--- config.mk ---
export PLATFORM = sky130hd
export DESIGN_NAME = ppio_unit
export DESIGN_NICKNAME = d
export VERILOG_FILES = /design/src/rtl/ppio_pkg.sv /design/src/rtl/ppio_latch.sv /design/src/rtl/ppio_ctrl.sv /design/src/rtl/ppio_strobe.sv /design/src/rtl/ppio_rdmux.sv /design/src/rtl/ppio_unit.sv
export SDC_FILE = /design/constraint.sdc
export NUM_CORES = 1
export LEC_CHECK = 0
export BUFFER_PORTS_ARGS = -buffer_cell sky130_fd_sc_hd__buf_2
export CORE_MARGIN = 2
export CORE_UTILIZATION = 54
export CTS_BUF_LIST = sky130_fd_sc_hd__clkbuf_4 sky130_fd_sc_hd__clkbuf_8 sky130_fd_sc_hd__clkbuf_16
export DETAILED_ROUTE_END_ITERATION = 6
export PLACE_DENSITY = 0.93
export SLEW_MARGIN = 0
export SYNTH_ARGS = -nofsm -noshare
export SYNTH_HDL_FRONTEND = slang
export SYNTH_SLANG_ARGS = --single-unit
--- constraint.sdc ---
create_clock -name clk -period 4.5 [get_ports clk]
set_input_delay 0.45 -clock clk [delete_from_list [all_inputs] [get_ports clk]]
set_output_delay 0.45 -clock clk [all_outputs]
set_load 0.01 [all_outputs]
--- src/rtl/ppio_pkg.sv ---
package ppio_pkg;
  localparam int PORT_W  = 8;
  localparam int IDX_W   = $clog2(PORT_W);

  typedef enum logic [1:0] {
    SEL_A    = 2'b00,
    SEL_B    = 2'b01,
    SEL_C    = 2'b10,
    SEL_CTRL = 2'b11
  } ppio_sel_e;

  typedef enum logic {
    AMODE_BASIC  = 1'b0,
    AMODE_STROBE = 1'b1
  } ppio_amode_e;

  typedef struct packed {
    logic        a_in;
    logic        cu_in;
    logic        b_in;
    logic        cl_in;
    ppio_amode_e amode;
  } ppio_cfg_t;

  localparam ppio_cfg_t CFG_RESET = '{a_in: 1'b1, cu_in: 1'b1, b_in: 1'b1,
                                      cl_in: 1'b1, amode: AMODE_BASIC};

  // Mode word decode: fields passed separately so each is named at the call.
  function automatic ppio_cfg_t decode_mode(input logic [1:0] amode_bits,
                                            input logic a_dir, input logic cu_dir,
                                            input logic b_dir, input logic cl_dir);
    ppio_cfg_t c;
    c.a_in  = a_dir;
    c.cu_in = cu_dir;
    c.b_in  = b_dir;
    c.cl_in = cl_dir;
    c.amode = (amode_bits == 2'b01) ? AMODE_STROBE : AMODE_BASIC;
    return c;
  endfunction

  // Single-bit update of a latch.
  function automatic logic [PORT_W-1:0] bit_apply(input logic [PORT_W-1:0] cur,
                                                  input logic [IDX_W-1:0] idx,
                                                  input logic val);
    logic [PORT_W-1:0] r;
    r      = cur;
    r[idx] = val;
    return r;
  endfunction

  // Per-bit read selection: output bits show the latch, input bits the pin.
  function automatic logic [PORT_W-1:0] pick_read(input logic [PORT_W-1:0] pins,
                                                  input logic [PORT_W-1:0] drive,
                                                  input logic [PORT_W-1:0] oe);
    return (drive & oe) | (pins & ~oe);
  endfunction
endpackage

--- src/rtl/ppio_latch.sv ---
module ppio_latch #(
  parameter int W = ppio_pkg::PORT_W
) (
  input  logic         clk,
  input  logic         rst_n,
  input  logic         clr,
  input  logic         load,
  input  logic [W-1:0] din,
  output logic [W-1:0] q
);
  always_ff @(posedge clk or negedge rst_n) begin
    if (!rst_n)    q <= '0;
    else if (clr)  q <= '0;
    else if (load) q <= din;
  end
endmodule

--- src/rtl/ppio_ctrl.sv ---
module ppio_ctrl
  import ppio_pkg::*;
#(
  parameter int W       = PORT_W,
  parameter int IW      = IDX_W,
  parameter int STB_BIT = 4
) (
  input  logic         clk,
  input  logic         rst_n,
  input  logic         mode_wr,
  input  logic         bsr_wr,
  input  logic         c_wr,
  input  logic [W-1:0] wdata,
  output ppio_cfg_t    cfg,
  output logic [W-1:0] pc_lat,
  output logic         inte
);
  logic [IW-1:0] bsr_idx;
  logic          bsr_val;
  logic          inte_hit;
  logic          unused_b_mode;

  assign bsr_idx       = wdata[IW:1];
  assign bsr_val       = wdata[0];
  assign inte_hit      = bsr_wr && (cfg.amode == AMODE_STROBE) && (bsr_idx == IW'(STB_BIT));
  assign unused_b_mode = wdata[2];

  always_ff @(posedge clk or negedge rst_n) begin
    if (!rst_n) begin
      cfg <= CFG_RESET;
    end else if (mode_wr) begin
      cfg <= decode_mode(wdata[6:5], wdata[4], wdata[3], wdata[1], wdata[0]);
    end
  end

  always_ff @(posedge clk or negedge rst_n) begin
    if (!rst_n)       pc_lat <= '0;
    else if (mode_wr) pc_lat <= '0;
    else if (bsr_wr)  pc_lat <= bit_apply(pc_lat, bsr_idx, bsr_val);
    else if (c_wr)    pc_lat <= wdata;
  end

  always_ff @(posedge clk or negedge rst_n) begin
    if (!rst_n)        inte <= 1'b0;
    else if (mode_wr)  inte <= 1'b0;
    else if (inte_hit) inte <= bsr_val;
  end
endmodule

--- src/rtl/ppio_strobe.sv ---
module ppio_strobe #(
  parameter int W = ppio_pkg::PORT_W
) (
  input  logic         clk,
  input  logic         rst_n,
  input  logic         enable,
  input  logic         clr,
  input  logic         stb_n,
  input  logic [W-1:0] din,
  input  logic         rd_clr,
  input  logic         inte,
  output logic [W-1:0] cap,
  output logic         ibf,
  output logic         irq,
  output logic         stb_low,
  output logic         stb_rise
);
  logic stb_prev;

  assign stb_low  = enable && !stb_n;
  assign stb_rise = enable && stb_n && !stb_prev;

  always_ff @(posedge clk or negedge rst_n) begin
    if (!rst_n) stb_prev <= 1'b1;
    else        stb_prev <= stb_n;
  end

  always_ff @(posedge clk or negedge rst_n) begin
    if (!rst_n)       cap <= '0;
    else if (clr)     cap <= '0;
    else if (stb_low) cap <= din;
  end

  // Set beats clear: a new capture keeps the buffer marked full.
  always_ff @(posedge clk or negedge rst_n) begin
    if (!rst_n)       ibf <= 1'b0;
    else if (clr)     ibf <= 1'b0;
    else if (stb_low) ibf <= 1'b1;
    else if (rd_clr)  ibf <= 1'b0;
  end

  always_ff @(posedge clk or negedge rst_n) begin
    if (!rst_n)                irq <= 1'b0;
    else if (clr)              irq <= 1'b0;
    else if (stb_rise && inte) irq <= 1'b1;
    else if (rd_clr)           irq <= 1'b0;
  end
endmodule

--- src/rtl/ppio_rdmux.sv ---
module ppio_rdmux
  import ppio_pkg::*;
#(
  parameter int W = PORT_W
) (
  input  logic         rd_en,
  input  logic [1:0]   addr,
  input  logic         a_strobed,
  input  logic [W-1:0] a_cap,
  input  logic [W-1:0] pa_in,
  input  logic [W-1:0] pa_lat,
  input  logic [W-1:0] pa_oe,
  input  logic [W-1:0] pb_in,
  input  logic [W-1:0] pb_lat,
  input  logic [W-1:0] pb_oe,
  input  logic [W-1:0] pc_in,
  input  logic [W-1:0] pc_drv,
  input  logic [W-1:0] pc_oe,
  output logic [W-1:0] rdata
);
  always_comb begin
    rdata = '0;
    if (rd_en) begin
      unique case (ppio_sel_e'(addr))
        SEL_A:    rdata = a_strobed ? a_cap : pick_read(pa_in, pa_lat, pa_oe);
        SEL_B:    rdata = pick_read(pb_in, pb_lat, pb_oe);
        SEL_C:    rdata = pick_read(pc_in, pc_drv, pc_oe);
        SEL_CTRL: rdata = '0;
      endcase
    end
  end
endmodule

--- src/rtl/ppio_unit.sv ---
module ppio_unit
  import ppio_pkg::*;
#(
  parameter int W       = PORT_W,
  parameter int STB_BIT = 4,
  parameter int IBF_BIT = 5,
  parameter int IRQ_BIT = 3
) (
  input  logic         clk,
  input  logic         rst_n,
  input  logic         sel,
  input  logic         rd,
  input  logic         wr,
  input  logic [1:0]   addr,
  input  logic [W-1:0] wdata,
  output logic [W-1:0] rdata,
  input  logic [W-1:0] pa_in,
  output logic [W-1:0] pa_out,
  output logic [W-1:0] pa_oe,
  input  logic [W-1:0] pb_in,
  output logic [W-1:0] pb_out,
  output logic [W-1:0] pb_oe,
  input  logic [W-1:0] pc_in,
  output logic [W-1:0] pc_out,
  output logic [W-1:0] pc_oe
);
  localparam int HALF = W / 2;

  // Named bus events, visible to the bound checker.
  logic acc_wr, acc_rd;
  logic a_wr, b_wr, c_wr, ctrl_wr;
  logic mode_wr, bsr_wr, rd_a_clr;
  logic a_strobed;
  ppio_cfg_t cfg;
  logic [W-1:0] pc_lat, a_cap;
  logic inte, ibf, irq, stb_low, stb_rise;
  logic [W-1:0] pc_oe_base;

  assign acc_wr    = sel && wr;
  assign acc_rd    = sel && rd;
  assign a_wr      = acc_wr && (ppio_sel_e'(addr) == SEL_A);
  assign b_wr      = acc_wr && (ppio_sel_e'(addr) == SEL_B);
  assign c_wr      = acc_wr && (ppio_sel_e'(addr) == SEL_C);
  assign ctrl_wr   = acc_wr && (ppio_sel_e'(addr) == SEL_CTRL);
  assign mode_wr   = ctrl_wr && wdata[W-1];
  assign bsr_wr    = ctrl_wr && !wdata[W-1];
  assign a_strobed = (cfg.amode == AMODE_STROBE);
  assign rd_a_clr  = acc_rd && (ppio_sel_e'(addr) == SEL_A) && a_strobed;

  ppio_ctrl #(.W(W), .IW($clog2(W)), .STB_BIT(STB_BIT)) ctrl_i (
    .clk(clk), .rst_n(rst_n), .mode_wr(mode_wr), .bsr_wr(bsr_wr), .c_wr(c_wr),
    .wdata(wdata), .cfg(cfg), .pc_lat(pc_lat), .inte(inte)
  );

  ppio_latch #(.W(W)) a_lat_i (
    .clk(clk), .rst_n(rst_n), .clr(mode_wr), .load(a_wr), .din(wdata), .q(pa_out)
  );

  ppio_latch #(.W(W)) b_lat_i (
    .clk(clk), .rst_n(rst_n), .clr(mode_wr), .load(b_wr), .din(wdata), .q(pb_out)
  );

  ppio_strobe #(.W(W)) stb_i (
    .clk(clk), .rst_n(rst_n), .enable(a_strobed), .clr(mode_wr),
    .stb_n(pc_in[STB_BIT]), .din(pa_in), .rd_clr(rd_a_clr), .inte(inte),
    .cap(a_cap), .ibf(ibf), .irq(irq), .stb_low(stb_low), .stb_rise(stb_rise)
  );

  assign pa_oe = (cfg.a_in || a_strobed) ? '0 : '1;
  assign pb_oe = cfg.b_in ? '0 : '1;
  assign pc_oe_base = {{(W-HALF){!cfg.cu_in}}, {HALF{!cfg.cl_in}}};

  // Handshake pins override the nibble directions in strobed mode.
  always_comb begin
    pc_oe  = pc_oe_base;
    pc_out = pc_lat;
    if (a_strobed) begin
      pc_oe[STB_BIT]  = 1'b0;
      pc_oe[IBF_BIT]  = 1'b1;
      pc_oe[IRQ_BIT]  = 1'b1;
      pc_out[IBF_BIT] = ibf;
      pc_out[IRQ_BIT] = irq;
    end
  end

  ppio_rdmux #(.W(W)) rdmux_i (
    .rd_en(acc_rd), .addr(addr), .a_strobed(a_strobed), .a_cap(a_cap),
    .pa_in(pa_in), .pa_lat(pa_out), .pa_oe(pa_oe),
    .pb_in(pb_in), .pb_lat(pb_out), .pb_oe(pb_oe),
    .pc_in(pc_in), .pc_drv(pc_out), .pc_oe(pc_oe),
    .rdata(rdata)
  );
endmodule

==> flow_summary.yaml <==
status:
  status: "finished clean"
synth:
  ys.flop_type: "dfrtp_1"
  ys_top_cells_by_area: "dfrtp_1, mux2_2, buf_4"
  synth_nets: 326
  yosysTopAreaCellShare: 0.332
  synth.most_common_cell: "nand2_1"
  ys_types: 43
  async_reset_ff_frac: 1.00
  ys_warn_count: 0
  yosysTopAreaCell: "dfrtp_1"
  syn_inst: 287
  yosys-top-cells-count: "nand2_1, dfrtp_1, a21oi_1"
  yosysSeqAreaShare: 0.380
  synth_edf_count: 0
  syn_area_sq_um: 2710
  syn_area_per_cell_sq_um: 9.46
  ys_ff_latch: 41
finish:
  areaGrowthSynthToFinish_pct: 14.0
  nNetsFinal: 383
  final_cell_area_sq_um: 3090
  drive_gt1_frac: 0.414
  stdcell_count: 412
  diodes: 0
placement:
  gp_congestion: 0.890
  io_buffers: 94
  placed_cell_area_sq_um: 2990
  dp_cells: 404
  dp.final_hpwl_microns: 5340
grt:
  grt_overflow: 0
  antenna_found_initial: 0
  grt_pass1_wl_microns: 11200
  grtUsageTotal: 0.276
  grt_pass1_vias: 2178
  grt_max_degree: 42
floorplanning:
  initial_core_util: 0.567
  chipWidth_microns: 74.9
  die_area_sq_um: 5610
  core_area_sq_um: 4790
  row_count: 25
  die_h_microns: 74.9
  io_pins: 95
sta:
  rsz0062_at_grt: "false"
  tightest_slew_ns: 1.18
  max_clock_freq_mhz: 378
  fin_setup_tns_ns: 0
  fin_crit_ns: 2.64
  hold_viol: 0
  slew_violations: 0
  fin_skew_ns: 0.00849
  max-slew-margin-rel: 0.211
  period_share: 0.587
  setup_viol: 0
detailed_routing:
  num_vias: 2414
  routed_wl_microns: 7280
  vias_per_cell: 5.86
  drt_iter0_markers: 240
  remaining_drc_errors: 0
  drt_first_pass_iters: 5
  postRouteAntennaNets: 0
  wire_per_inst_microns: 17.7
setup_path:
  reg2regPathDepth: 3
  cp_slowest_cell: "dfrtp_1"
  worstPathRequired_ns: 4.05
  cp-start-kind: "register"
  crit_family: "flip-flops"
  cp_max_fo: 23
  crit_type: "register to output port"
  crit_chain: "inv_2, mux4_2, o2111a_1, buf_2"
  cpPeakStageDelay_ns: 0.83
  crit_buf_inv: 2
  cp-end-kind: "output port"
  critPathArrivalTime_ns: 2.19
  cp_num_cells: 4
power_and_ir_drop:
  internal-power_mw: 0.817
  p_seq_frac: 0.426
  p_leak_nw: 1.44
  powerDensity_nw_per_um2: 410
  comb_power_share: 0.362
  p_sw_mw: 0.451
  clkPwrFrac: 0.211
  total_power_mw: 1.27
  irDropWorstVdd_mv: 0.209
  sw_frac_of_total: 0.356
flow_run:
  maxCapViolCount: 0
clock_network:
  ctsHoldBuffers: 0
  cts.clk_slew.worst_paths_ns: 0.08
  cts_num_sinks: 41
  cts_tree: "built"
  numCtsBuffers: 5
  clockBufferDepth: 2
  clockRootBuffer: "clkbuf_8"
  cts_setup_buffers: 0
  clock_latency_ns: 0.30
  ctsResizeCount: 0
  h-tree-depth: 2
worst_hold_path:
  hold_path.class: "input pin to async pin"
[registers in the layout, summed over array words and instances, names as in the netlist]
register / flops
a_lat_i.q: 8
b_lat_i.q: 8
ctrl_i.cfg: 5
ctrl_i.inte: 1
ctrl_i.pc_lat: 8
stb_i.cap: 8
stb_i.ibf: 1
stb_i.irq: 1
stb_i.stb_prev: 1
[per-stage QoR]
step                      hold WS [ns]  setup slack, ns   util
final                            0.274             1.86  0.647
after global routing             0.286             1.76  0.647
after CTS                        0.284             1.85  0.647
after detailed placement         0.509             2.10  0.625
after global placement           0.503             2.14  0.625
after floorplan                  0.154             2.42      -
[layer usage]
layer	GRT usage	vias up	wire length (microns)
met1	0.359	1146	2970
li1	-	1109	-
met4	0.129	0	269
met3	0.0576	23	549
met2	0.442	136	3480
met5	0	-	0
[area by class of cell]
cell class / count / area, sq um
clock buffers: 7 / 96.3
fillers: 390 / 1690
flip-flops and latches: 41 / 1030
repair buffers: 95 / 478
multi-input cells: 194 / 1370
inverters: 7 / 26.3
clock inverters: 1 / 5.00
well taps: 67 / 83.8
[worst paths after layout]
path	from	endpoint	slack [ns]
max reg2reg	ctrl_i.cfg[0]$_DFFE_PN0P_	stb_i.irq$_DFFE_PN0P_	2.69
min	rst_n	ctrl_i.pc_lat[4]$_DFFE_PN0P_	0.27
min in group clk	pc_in[4]	stb_i.stb_prev$_DFF_PN1_	0.30
min reg2reg	stb_i.cap[1]$_DFFE_PN0P_	stb_i.cap[1]$_DFFE_PN0P_	0.52
max in group asynchronous	rst_n	stb_i.cap[1]$_DFFE_PN0P_	3.66
max	ctrl_i.cfg[0]$_DFFE_PN0P_	rdata[5]	1.86
[kinds of logic (layout without fill, tap and decap cells)]
logic type	count (synthesis)	count (layout)	share of synthesized area
AO/OA/AOI/OAI	65	65	0.154
flip-flops	41	41	0.380
buffers and inverters	52	110	0.116
multiplexers	44	44	0.189
AND/OR/NAND/NOR	85	85	0.160
[cells in the final DEF (no fill, tap or decap), types with 6 or more instances in the layout]
master | netlist | layout
mux2i_1 | 12 | 12
dfrtp_1 | 36 | 36
nor2_1 | 10 | 10
inv_1 | 6 | 6
nand2_1 | 39 | 39
buf_2 | 8 | 94
nand2b_1 | 10 | 10
o211ai_1 | 6 | 6
clkbuf_8 | 0 | 7
mux2_2 | 27 | 27
a21oi_1 | 28 | 28
a22oi_1 | 6 | 6
o21ai_0 | 9 | 9
[power by group through the flow]
stage          Combinational (mW)  Clock (mW)  Sequential (mW)
6_report                    0.460       0.268            0.541
4_1_cts                     0.460       0.271            0.541
5_1_grt                     0.506       0.286            0.553
2_1_floorplan               0.382           0            0.510
3_5_place_dp                0.457           0            0.547
3_3_place_gp                0.443           0            0.541
Note: power is estimated with default switching activity, not from simulation.
